[config.mk]
export PLATFORM = sky130hd
export DESIGN_NAME = rvc_top
export DESIGN_NICKNAME = d
export VERILOG_FILES = /design/src/rtl/rvc_pkg.sv /design/src/rtl/rvc_tag_array.sv /design/src/rtl/rvc_data_array.sv /design/src/rtl/rvc_lru.sv /design/src/rtl/rvc_top.sv
export SDC_FILE = /design/constraint.sdc
export NUM_CORES = 2
export LEC_CHECK = 0
export ABC_AREA = 1
export BUFFER_PORTS_ARGS = -buffer_cell sky130_fd_sc_hd__buf_2
export CORE_ASPECT_RATIO = 1.2
export CORE_MARGIN = 2
export CORE_UTILIZATION = 35
export CTS_CLUSTER_DIAMETER = 200
export DETAILED_ROUTE_END_ITERATION = 8
export PLACE_DENSITY = 0.52
export SYNTH_ARGS = -nofsm -noshare
export SYNTH_HDL_FRONTEND = slang
export SYNTH_SLANG_ARGS = --single-unit
[constraint.sdc]
create_clock -name clk -period 14.7 [get_ports clk]
set_input_delay 0.735 -clock clk [delete_from_list [all_inputs] [get_ports clk]]
set_output_delay 0.735 -clock clk [all_outputs]
set_load 0.005 [all_outputs]
[src/rtl/rvc_pkg.sv]
`timescale 1ns/1ps
package rvc_pkg;

    // Recency class of an entry for one cycle; a higher value means newer.
    typedef enum logic [1:0] {
        TOUCH_NONE  = 2'd0,
        TOUCH_READ  = 2'd1,
        TOUCH_WRITE = 2'd2
    } touch_e;

    localparam int DEF_ENTRIES  = 8;
    localparam int DEF_RD_PORTS = 4;
    localparam int DEF_WR_PORTS = 2;
    localparam int DEF_REG_W    = 7;
    localparam int DEF_DATA_W   = 64;

    // Width of an index into n items, at least one bit.
    function automatic int idx_w(int n);
        return (n > 1) ? $clog2(n) : 1;
    endfunction

endpackage

[src/rtl/rvc_tag_array.sv]
`timescale 1ns/1ps
module rvc_tag_array #(
    parameter int ENTRIES  = 8,
    parameter int REG_W    = 7,
    parameter int RD_PORTS = 4,
    parameter int WR_PORTS = 2
) (
    input  logic                                 clk,
    input  logic                                 rst,
    input  logic [RD_PORTS-1:0][REG_W-1:0]       rd_reg,
    input  logic [WR_PORTS-1:0][REG_W-1:0]       wr_reg,
    input  logic [ENTRIES-1:0]                   ent_we,
    input  logic [ENTRIES-1:0][REG_W-1:0]        ent_tag,
    output logic [RD_PORTS-1:0][ENTRIES-1:0]     rd_match,
    output logic [WR_PORTS-1:0][ENTRIES-1:0]     wr_match
);

    logic [ENTRIES-1:0]            valid_q;
    logic [ENTRIES-1:0][REG_W-1:0] tag_q;

    for (genvar e = 0; e < ENTRIES; e++) begin : g_entry
        always_ff @(posedge clk) begin
            if (rst) begin
                valid_q[e] <= 1'b0;
            end else if (ent_we[e]) begin
                valid_q[e] <= 1'b1;
            end
        end

        always_ff @(posedge clk) begin
            if (ent_we[e]) begin
                tag_q[e] <= ent_tag[e];
            end
        end

        for (genvar p = 0; p < RD_PORTS; p++) begin : g_rd
            assign rd_match[p][e] = valid_q[e] && (tag_q[e] == rd_reg[p]);
        end

        for (genvar w = 0; w < WR_PORTS; w++) begin : g_wr
            assign wr_match[w][e] = valid_q[e] && (tag_q[e] == wr_reg[w]);
        end
    end

endmodule

[src/rtl/rvc_data_array.sv]
`timescale 1ns/1ps
module rvc_data_array #(
    parameter int ENTRIES  = 8,
    parameter int DATA_W   = 64,
    parameter int RD_PORTS = 4
) (
    input  logic                                 clk,
    input  logic [ENTRIES-1:0]                   ent_we,
    input  logic [ENTRIES-1:0][DATA_W-1:0]       ent_data,
    input  logic [RD_PORTS-1:0][ENTRIES-1:0]     rd_sel,
    output logic [RD_PORTS-1:0][DATA_W-1:0]      rd_data
);

    logic [ENTRIES-1:0][DATA_W-1:0] data_q;

    for (genvar e = 0; e < ENTRIES; e++) begin : g_entry
        always_ff @(posedge clk) begin
            if (ent_we[e]) begin
                data_q[e] <= ent_data[e];
            end
        end
    end

    // One-hot select per port: AND-OR read mux, zero when nothing selected.
    for (genvar p = 0; p < RD_PORTS; p++) begin : g_rd
        always_comb begin
            rd_data[p] = '0;
            for (int e = 0; e < ENTRIES; e++) begin
                if (rd_sel[p][e]) begin
                    rd_data[p] = rd_data[p] | data_q[e];
                end
            end
        end
    end

endmodule

[src/rtl/rvc_lru.sv]
`timescale 1ns/1ps
module rvc_lru
    import rvc_pkg::*;
#(
    parameter int ENTRIES  = 8,
    parameter int WR_PORTS = 2,
    localparam int RANK_W  = idx_w(ENTRIES),
    localparam int WP_W    = idx_w(WR_PORTS)
) (
    input  logic                              clk,
    input  logic                              rst,
    input  touch_e [ENTRIES-1:0]              touch,
    input  logic   [ENTRIES-1:0][WP_W-1:0]    wport,
    output logic   [ENTRIES-1:0][RANK_W-1:0]  rank
);

    localparam int CNT_W = RANK_W + 1;

    // rank 0 is the least recently used entry, ENTRIES-1 the newest
    logic [ENTRIES-1:0][RANK_W-1:0] rank_q;
    logic [ENTRIES-1:0][RANK_W-1:0] rank_d;

    // New rank = number of entries whose (class, order) key is smaller.
    // Order inside a class: old rank for untouched and read-only entries,
    // write port number for written entries.
    always_comb begin
        for (int e = 0; e < ENTRIES; e++) begin
            logic [CNT_W-1:0] cnt;
            cnt = '0;
            for (int f = 0; f < ENTRIES; f++) begin
                if (f != e) begin
                    if (touch[f] < touch[e]) begin
                        cnt = cnt + CNT_W'(1);
                    end else if (touch[f] == touch[e]) begin
                        if (touch[e] == TOUCH_WRITE) begin
                            if (wport[f] < wport[e]) cnt = cnt + CNT_W'(1);
                        end else begin
                            if (rank_q[f] < rank_q[e]) cnt = cnt + CNT_W'(1);
                        end
                    end
                end
            end
            rank_d[e] = cnt[RANK_W-1:0];
        end
    end

    always_ff @(posedge clk) begin
        if (rst) begin
            for (int e = 0; e < ENTRIES; e++) begin
                rank_q[e] <= RANK_W'(e);
            end
        end else begin
            rank_q <= rank_d;
        end
    end

    assign rank = rank_q;

endmodule

[src/rtl/rvc_top.sv]
`timescale 1ns/1ps
module rvc_top
    import rvc_pkg::*;
#(
    parameter int ENTRIES  = DEF_ENTRIES,
    parameter int RD_PORTS = DEF_RD_PORTS,
    parameter int WR_PORTS = DEF_WR_PORTS,
    parameter int REG_W    = DEF_REG_W,
    parameter int DATA_W   = DEF_DATA_W
) (
    input  logic                             clk,
    input  logic                             rst,
    input  logic [RD_PORTS-1:0]              rd_en,
    input  logic [RD_PORTS-1:0][REG_W-1:0]   rd_reg,
    output logic [RD_PORTS-1:0]              rd_hit,
    output logic [RD_PORTS-1:0][DATA_W-1:0]  rd_data,
    input  logic [WR_PORTS-1:0]              wr_en,
    input  logic [WR_PORTS-1:0][REG_W-1:0]   wr_reg,
    input  logic [WR_PORTS-1:0][DATA_W-1:0]  wr_data
);

    localparam int RANK_W = idx_w(ENTRIES);
    localparam int WP_W   = idx_w(WR_PORTS);
    localparam int CNT_W  = RANK_W + 1;

    logic [RD_PORTS-1:0][ENTRIES-1:0] rd_match;
    logic [RD_PORTS-1:0][ENTRIES-1:0] rd_sel;
    logic [WR_PORTS-1:0][ENTRIES-1:0] wr_match;
    logic [ENTRIES-1:0][RANK_W-1:0]   rank;

    logic [WR_PORTS-1:0]              wr_eff;
    logic [WR_PORTS-1:0]              wr_miss;
    logic [WR_PORTS-1:0][CNT_W-1:0]   miss_idx;
    logic [ENTRIES-1:0]               hit_mask;
    logic [ENTRIES-1:0][CNT_W-1:0]    elig_rank;

    logic [ENTRIES-1:0]               ent_we;
    logic [ENTRIES-1:0][WP_W-1:0]     ent_port;
    logic [ENTRIES-1:0][REG_W-1:0]    ent_tag;
    logic [ENTRIES-1:0][DATA_W-1:0]   ent_data;
    touch_e [ENTRIES-1:0]             touch;

    rvc_tag_array #(
        .ENTRIES (ENTRIES),
        .REG_W   (REG_W),
        .RD_PORTS(RD_PORTS),
        .WR_PORTS(WR_PORTS)
    ) u_tags (
        .clk     (clk),
        .rst     (rst),
        .rd_reg  (rd_reg),
        .wr_reg  (wr_reg),
        .ent_we  (ent_we),
        .ent_tag (ent_tag),
        .rd_match(rd_match),
        .wr_match(wr_match)
    );

    rvc_data_array #(
        .ENTRIES (ENTRIES),
        .DATA_W  (DATA_W),
        .RD_PORTS(RD_PORTS)
    ) u_data (
        .clk     (clk),
        .ent_we  (ent_we),
        .ent_data(ent_data),
        .rd_sel  (rd_sel),
        .rd_data (rd_data)
    );

    rvc_lru #(
        .ENTRIES (ENTRIES),
        .WR_PORTS(WR_PORTS)
    ) u_lru (
        .clk  (clk),
        .rst  (rst),
        .touch(touch),
        .wport(ent_port),
        .rank (rank)
    );

    // Read side: lookups see the state before this cycle's writes.
    for (genvar p = 0; p < RD_PORTS; p++) begin : g_rd
        assign rd_sel[p] = rd_match[p] & {ENTRIES{rd_en[p]}};
        assign rd_hit[p] = |rd_sel[p];
    end

    // A write is dropped if a higher port writes the same register.
    always_comb begin
        for (int w = 0; w < WR_PORTS; w++) begin
            wr_eff[w] = wr_en[w];
            for (int v = 0; v < WR_PORTS; v++) begin
                if (v > w && wr_en[v] && wr_reg[v] == wr_reg[w]) begin
                    wr_eff[w] = 1'b0;
                end
            end
            wr_miss[w] = wr_eff[w] && !(|wr_match[w]);
        end
    end

    // Entries hit by a write this cycle are not eligible victims.
    always_comb begin
        for (int e = 0; e < ENTRIES; e++) begin
            hit_mask[e] = 1'b0;
            for (int w = 0; w < WR_PORTS; w++) begin
                if (wr_eff[w] && wr_match[w][e]) hit_mask[e] = 1'b1;
            end
        end
    end

    // Age position of each entry among the eligible ones (0 = oldest).
    always_comb begin
        for (int e = 0; e < ENTRIES; e++) begin
            elig_rank[e] = '0;
            for (int f = 0; f < ENTRIES; f++) begin
                if (!hit_mask[f] && rank[f] < rank[e]) begin
                    elig_rank[e] = elig_rank[e] + CNT_W'(1);
                end
            end
        end
    end

    // k-th missing write port (in port order) takes the k-th oldest victim.
    always_comb begin
        logic [CNT_W-1:0] run;
        run = '0;
        for (int w = 0; w < WR_PORTS; w++) begin
            miss_idx[w] = run;
            if (wr_miss[w]) run = run + CNT_W'(1);
        end
    end

    always_comb begin
        for (int e = 0; e < ENTRIES; e++) begin
            ent_we[e]   = 1'b0;
            ent_port[e] = '0;
            for (int w = 0; w < WR_PORTS; w++) begin
                if ((wr_eff[w] && wr_match[w][e]) ||
                    (wr_miss[w] && !hit_mask[e] && elig_rank[e] == miss_idx[w])) begin
                    ent_we[e]   = 1'b1;
                    ent_port[e] = WP_W'(w);
                end
            end
            ent_tag[e]  = wr_reg[ent_port[e]];
            ent_data[e] = wr_data[ent_port[e]];
        end
    end

    // Recency class per entry for this cycle.
    always_comb begin
        for (int e = 0; e < ENTRIES; e++) begin
            logic rd_any;
            rd_any = 1'b0;
            for (int p = 0; p < RD_PORTS; p++) begin
                if (rd_sel[p][e]) rd_any = 1'b1;
            end
            if (ent_we[e])   touch[e] = TOUCH_WRITE;
            else if (rd_any) touch[e] = TOUCH_READ;
            else             touch[e] = TOUCH_NONE;
        end
    end

endmodule

==> results_dict.tcl <==
set metrics [dict create \
    status "completed" \
    synth_flop_cell "edfxtp_1" \
    grt_antenna_before_repair 39 \
    drcViolationCount 0 \
    multi_input_area_um2 30600 \
    dieArea_um2 158000 \
    synth_seq_cells 600 \
    initial_utilization_pct 35.2 \
    ctsResizeCount 0 \
    clock_tree.root_cell "clkbuf_16" \
    crit_path_end_kind "register" \
    vias_per_cell 6.30 \
    cts_tree "yes" \
    finalMaxSlewViolations 0 \
    required_ns 15.29 \
    setup_viol 0 \
    route.detailed.wl_per_inst_um 31.2 \
    worstSkewPairLatency_ns 0.72 \
    numCtsBuffers 74 \
    layout-area-overhead-vs-synth_pct 11.2 \
    fmax_mhz 84.4 \
    pin_count 438 \
    syn_area_per_cell_um2 7.05 \
    relSlewSlack_pct 18.2 \
    final_layout_size_suffix_gt1_share_pct 12.4 \
    drv_cap 0 \
    numPortBuffers 437 \
    drt-initial-drc-count 9941 \
    cts_max_level 3 \
    path_class "reg -> reg" \
    worstMarginPinSlew_ns 1.22 \
    ant_nets 0 \
    synth_fp_nets 8106 \
    cts_hold_buf 0 \
    ff2ff_path_depth 64 \
    wl_mm 308 \
    rsz0062_at_grt "false" \
    grt-ovfl-total 0 \
    critical_path.max_stage_delay_ns 0.62 \
    die_h_um 435 \
    grt_pass1_vias 58000 \
    clkTransAtPathRegs_ns 0.07 \
    gp_congestion 1.04 \
    startpoint_type "register" \
    nets 8216 \
    cp.arrival_ns 12.44 \
    skew_ns 0.0371 \
    vias 62200 \
    async_flop_share_pct 0 \
    hold_path_class "in -> reg" \
    r2r_slack_ns 2.85 \
    seq_area_frac_synth_pct 32.7 \
    min_period_ns 11.85 \
    register_area_um2 17700 \
    nFillCells 16100 \
    grt_pass1_wl_mm 427 \
    holdCritStartpoint "wr_data[103]" \
    fin_crit_sh_pct 80.6 \
    critical_path_peak_fanout 30 \
    cts_setup_buffers 0 \
    clock_path_buffers 3 \
    clock-sinks 600 \
    synth_cell_type_count 74 \
    row_count 158 \
    r2r-start "u_tags.tag_q[0]" \
    syn_inst 7685 \
    reg2reg_to "u_lru.rank[10]" \
    dp_hpwl_mm 200 \
    die_w_um 363 \
    cp_slowest_cell "edfxtp_1" \
    core_area_um2 154000 \
    crit_end "u_lru.rank[10]" \
    synth_edf_count 568 \
    crit_path_frequent_cell "nand2_1" \
    ys_warn_count 0 \
    crit_start "u_tags.tag_q[0]" \
    synth_area_um2 54100 \
    hold_viol 0 \
    tns_ns 0 \
    grt_max_degree 88 \
    dr.pass1.iters 8 \
    track_usage_pct 37.5 \
]
==> state kept, by name, summed over array words and instances, names as in the netlist <==
signal          cells
u_tags.valid_q      8
u_lru.rank         24
u_data.data_q     512
u_tags.tag_q       56
==> worst min-delay path by stage <==
stage / end / slack [ns] / cells past startpoint
finish: u_data.data_q[39] / 0.41 / 3
global route: u_data.data_q[318] / 0.43 / 3
CTS: u_data.data_q[39] / 0.39 / 3
detailed placement: u_tags.valid_q[2] / 0.73 / 2
global placement: u_tags.valid_q[2] / 0.70 / 2
floorplan: u_tags.valid_q[5] / 0.54 / 2
==> metrics by stage <==
step / setup WS [ns] / instance area (µm²) / utilization [%] / instances / hold slack (ns)
final: 2.85 / 60200 / 39.1 / 9870 / 0.410
after global routing: 1.97 / 60200 / 39.1 / 9860 / 0.432
after CTS: 2.99 / 60200 / 39.1 / 9856 / 0.386
after detailed placement: 2.63 / 57700 / 37.5 / 9719 / 0.731
after global placement: 2.85 / 57700 / 37.5 / 9719 / 0.704
after floorplan: 4.01 / 54100 / - / 7685 / 0.536
==> critical path: cells and delay by family (launching register included) <==
| kind | cells | cell delay (ns) |
|---|---|---|
| AOI/OAI and AO/OA | 5 | 1.00 |
| adders and majority gates | 12 | 3.40 |
| buffers and inverters | 11 | 1.75 |
| and+or+nand+nor | 36 | 4.94 |
| DFF | 1 | 0.62 |
==> area by class of cell <==
| cell class | instances | area share [%] |
|---|---|---|
| well taps | 2000 | 4.15 |
| repair buffers | 536 | 4.91 |
| multi-input cells | 5526 | 50.8 |
| flip-flops and latches | 600 | 29.4 |
| clock inverters | 48 | 0.856 |
| inverters | 1057 | 6.62 |
| clock buffers | 89 | 3.20 |
| diodes | 14 | 0.0582 |
==> metal layers <==
| layer | vias to the layer above | GRT usage [%] | routed length (µm) |
|---|---|---|---|
| met3 | 1276 | 9.13 | 39100 |
| met2 | 4833 | 56.9 | 131000 |
| li1 | 27000 | - | - |
| met1 | 29100 | 46.3 | 111000 |
| met5 | - | 0 | 287 |
| met4 | 38 | 27.0 | 26500 |
==> cell families (layout without fill, tap and decap cells) <==
| kind of cell | count (synthesis) | after routing | share of synthesized area [%] |
|---|---|---|---|
| muxes | 1 | 1 | 0.0185 |
| xor gates and xnor gates | 122 | 122 | 1.99 |
| other | 0 | 14 | 0 |
| and+or+nand+nor | 2809 | 2809 | 23.4 |
| DFF | 600 | 600 | 32.7 |
| adders and majority gates | 243 | 243 | 5.61 |
| buffers and inverters | 1559 | 1730 | 11.4 |
| AOI/OAI and AO/OA | 2351 | 2351 | 24.9 |
==> cells in the final DEF (no fill, tap or decap), drive strengths merged, types with 3 or more instances in the layout <==
cell and n:
clkbuf 89, nand4 93, inv 1039, a21boi 5, a21oi 454, nor3b 9
o21ai 1109, a41oi 3, o2111ai 11, xor2 78, o21a 4, o221ai 22
nor3 44, xnor2 44, nor2 394, buf 536, and2 13, nor4 77
or2 31, clkinvlp 3, ha 243, a31oi 50, o21bai 3, nand3 323
o211ai 31, dfxtp 32, a2111oi 19, nand3b 11, a22o 5, a211oi 3
a221oi 155, bufinv 7, or4 53, clkinv 56, o22ai 471, edfxtp 568
diode 14, nand2 1757
==> cells in the mapped netlist, types with 29 or more instances <==
library cell  instances  area [µm²]
a31oi_1              46         288
ha_1                243        3040
nand2_2              68         425
dfxtp_1              32         641
inv_1               976        3660
o22ai_1             471        2950
nand4_1              87         544
nor2_1              358        1340
clkbuf_2             51         255
nand2_1            1678        6300
o21ai_0            1063        5320
nand3_2              46         460
nand3_1             272        1360
clkbuf_1            331        1240
o21ai_1              30         150
buf_1                40         150
xnor2_1              44         385
a21oi_1             449        2250
edfxtp_1            568       17100
nor3_1               41         205
o211ai_1             29         218
inv_2                56         210
buf_2                51         255
a221oi_1            155        1360
or4_1                53         398
xor2_1               77         674
nor4_1               76         475
Power is left out: the tool's default activity adds up to more than one toggle a clock period on the data nets, which glitch-free logic cannot reach.
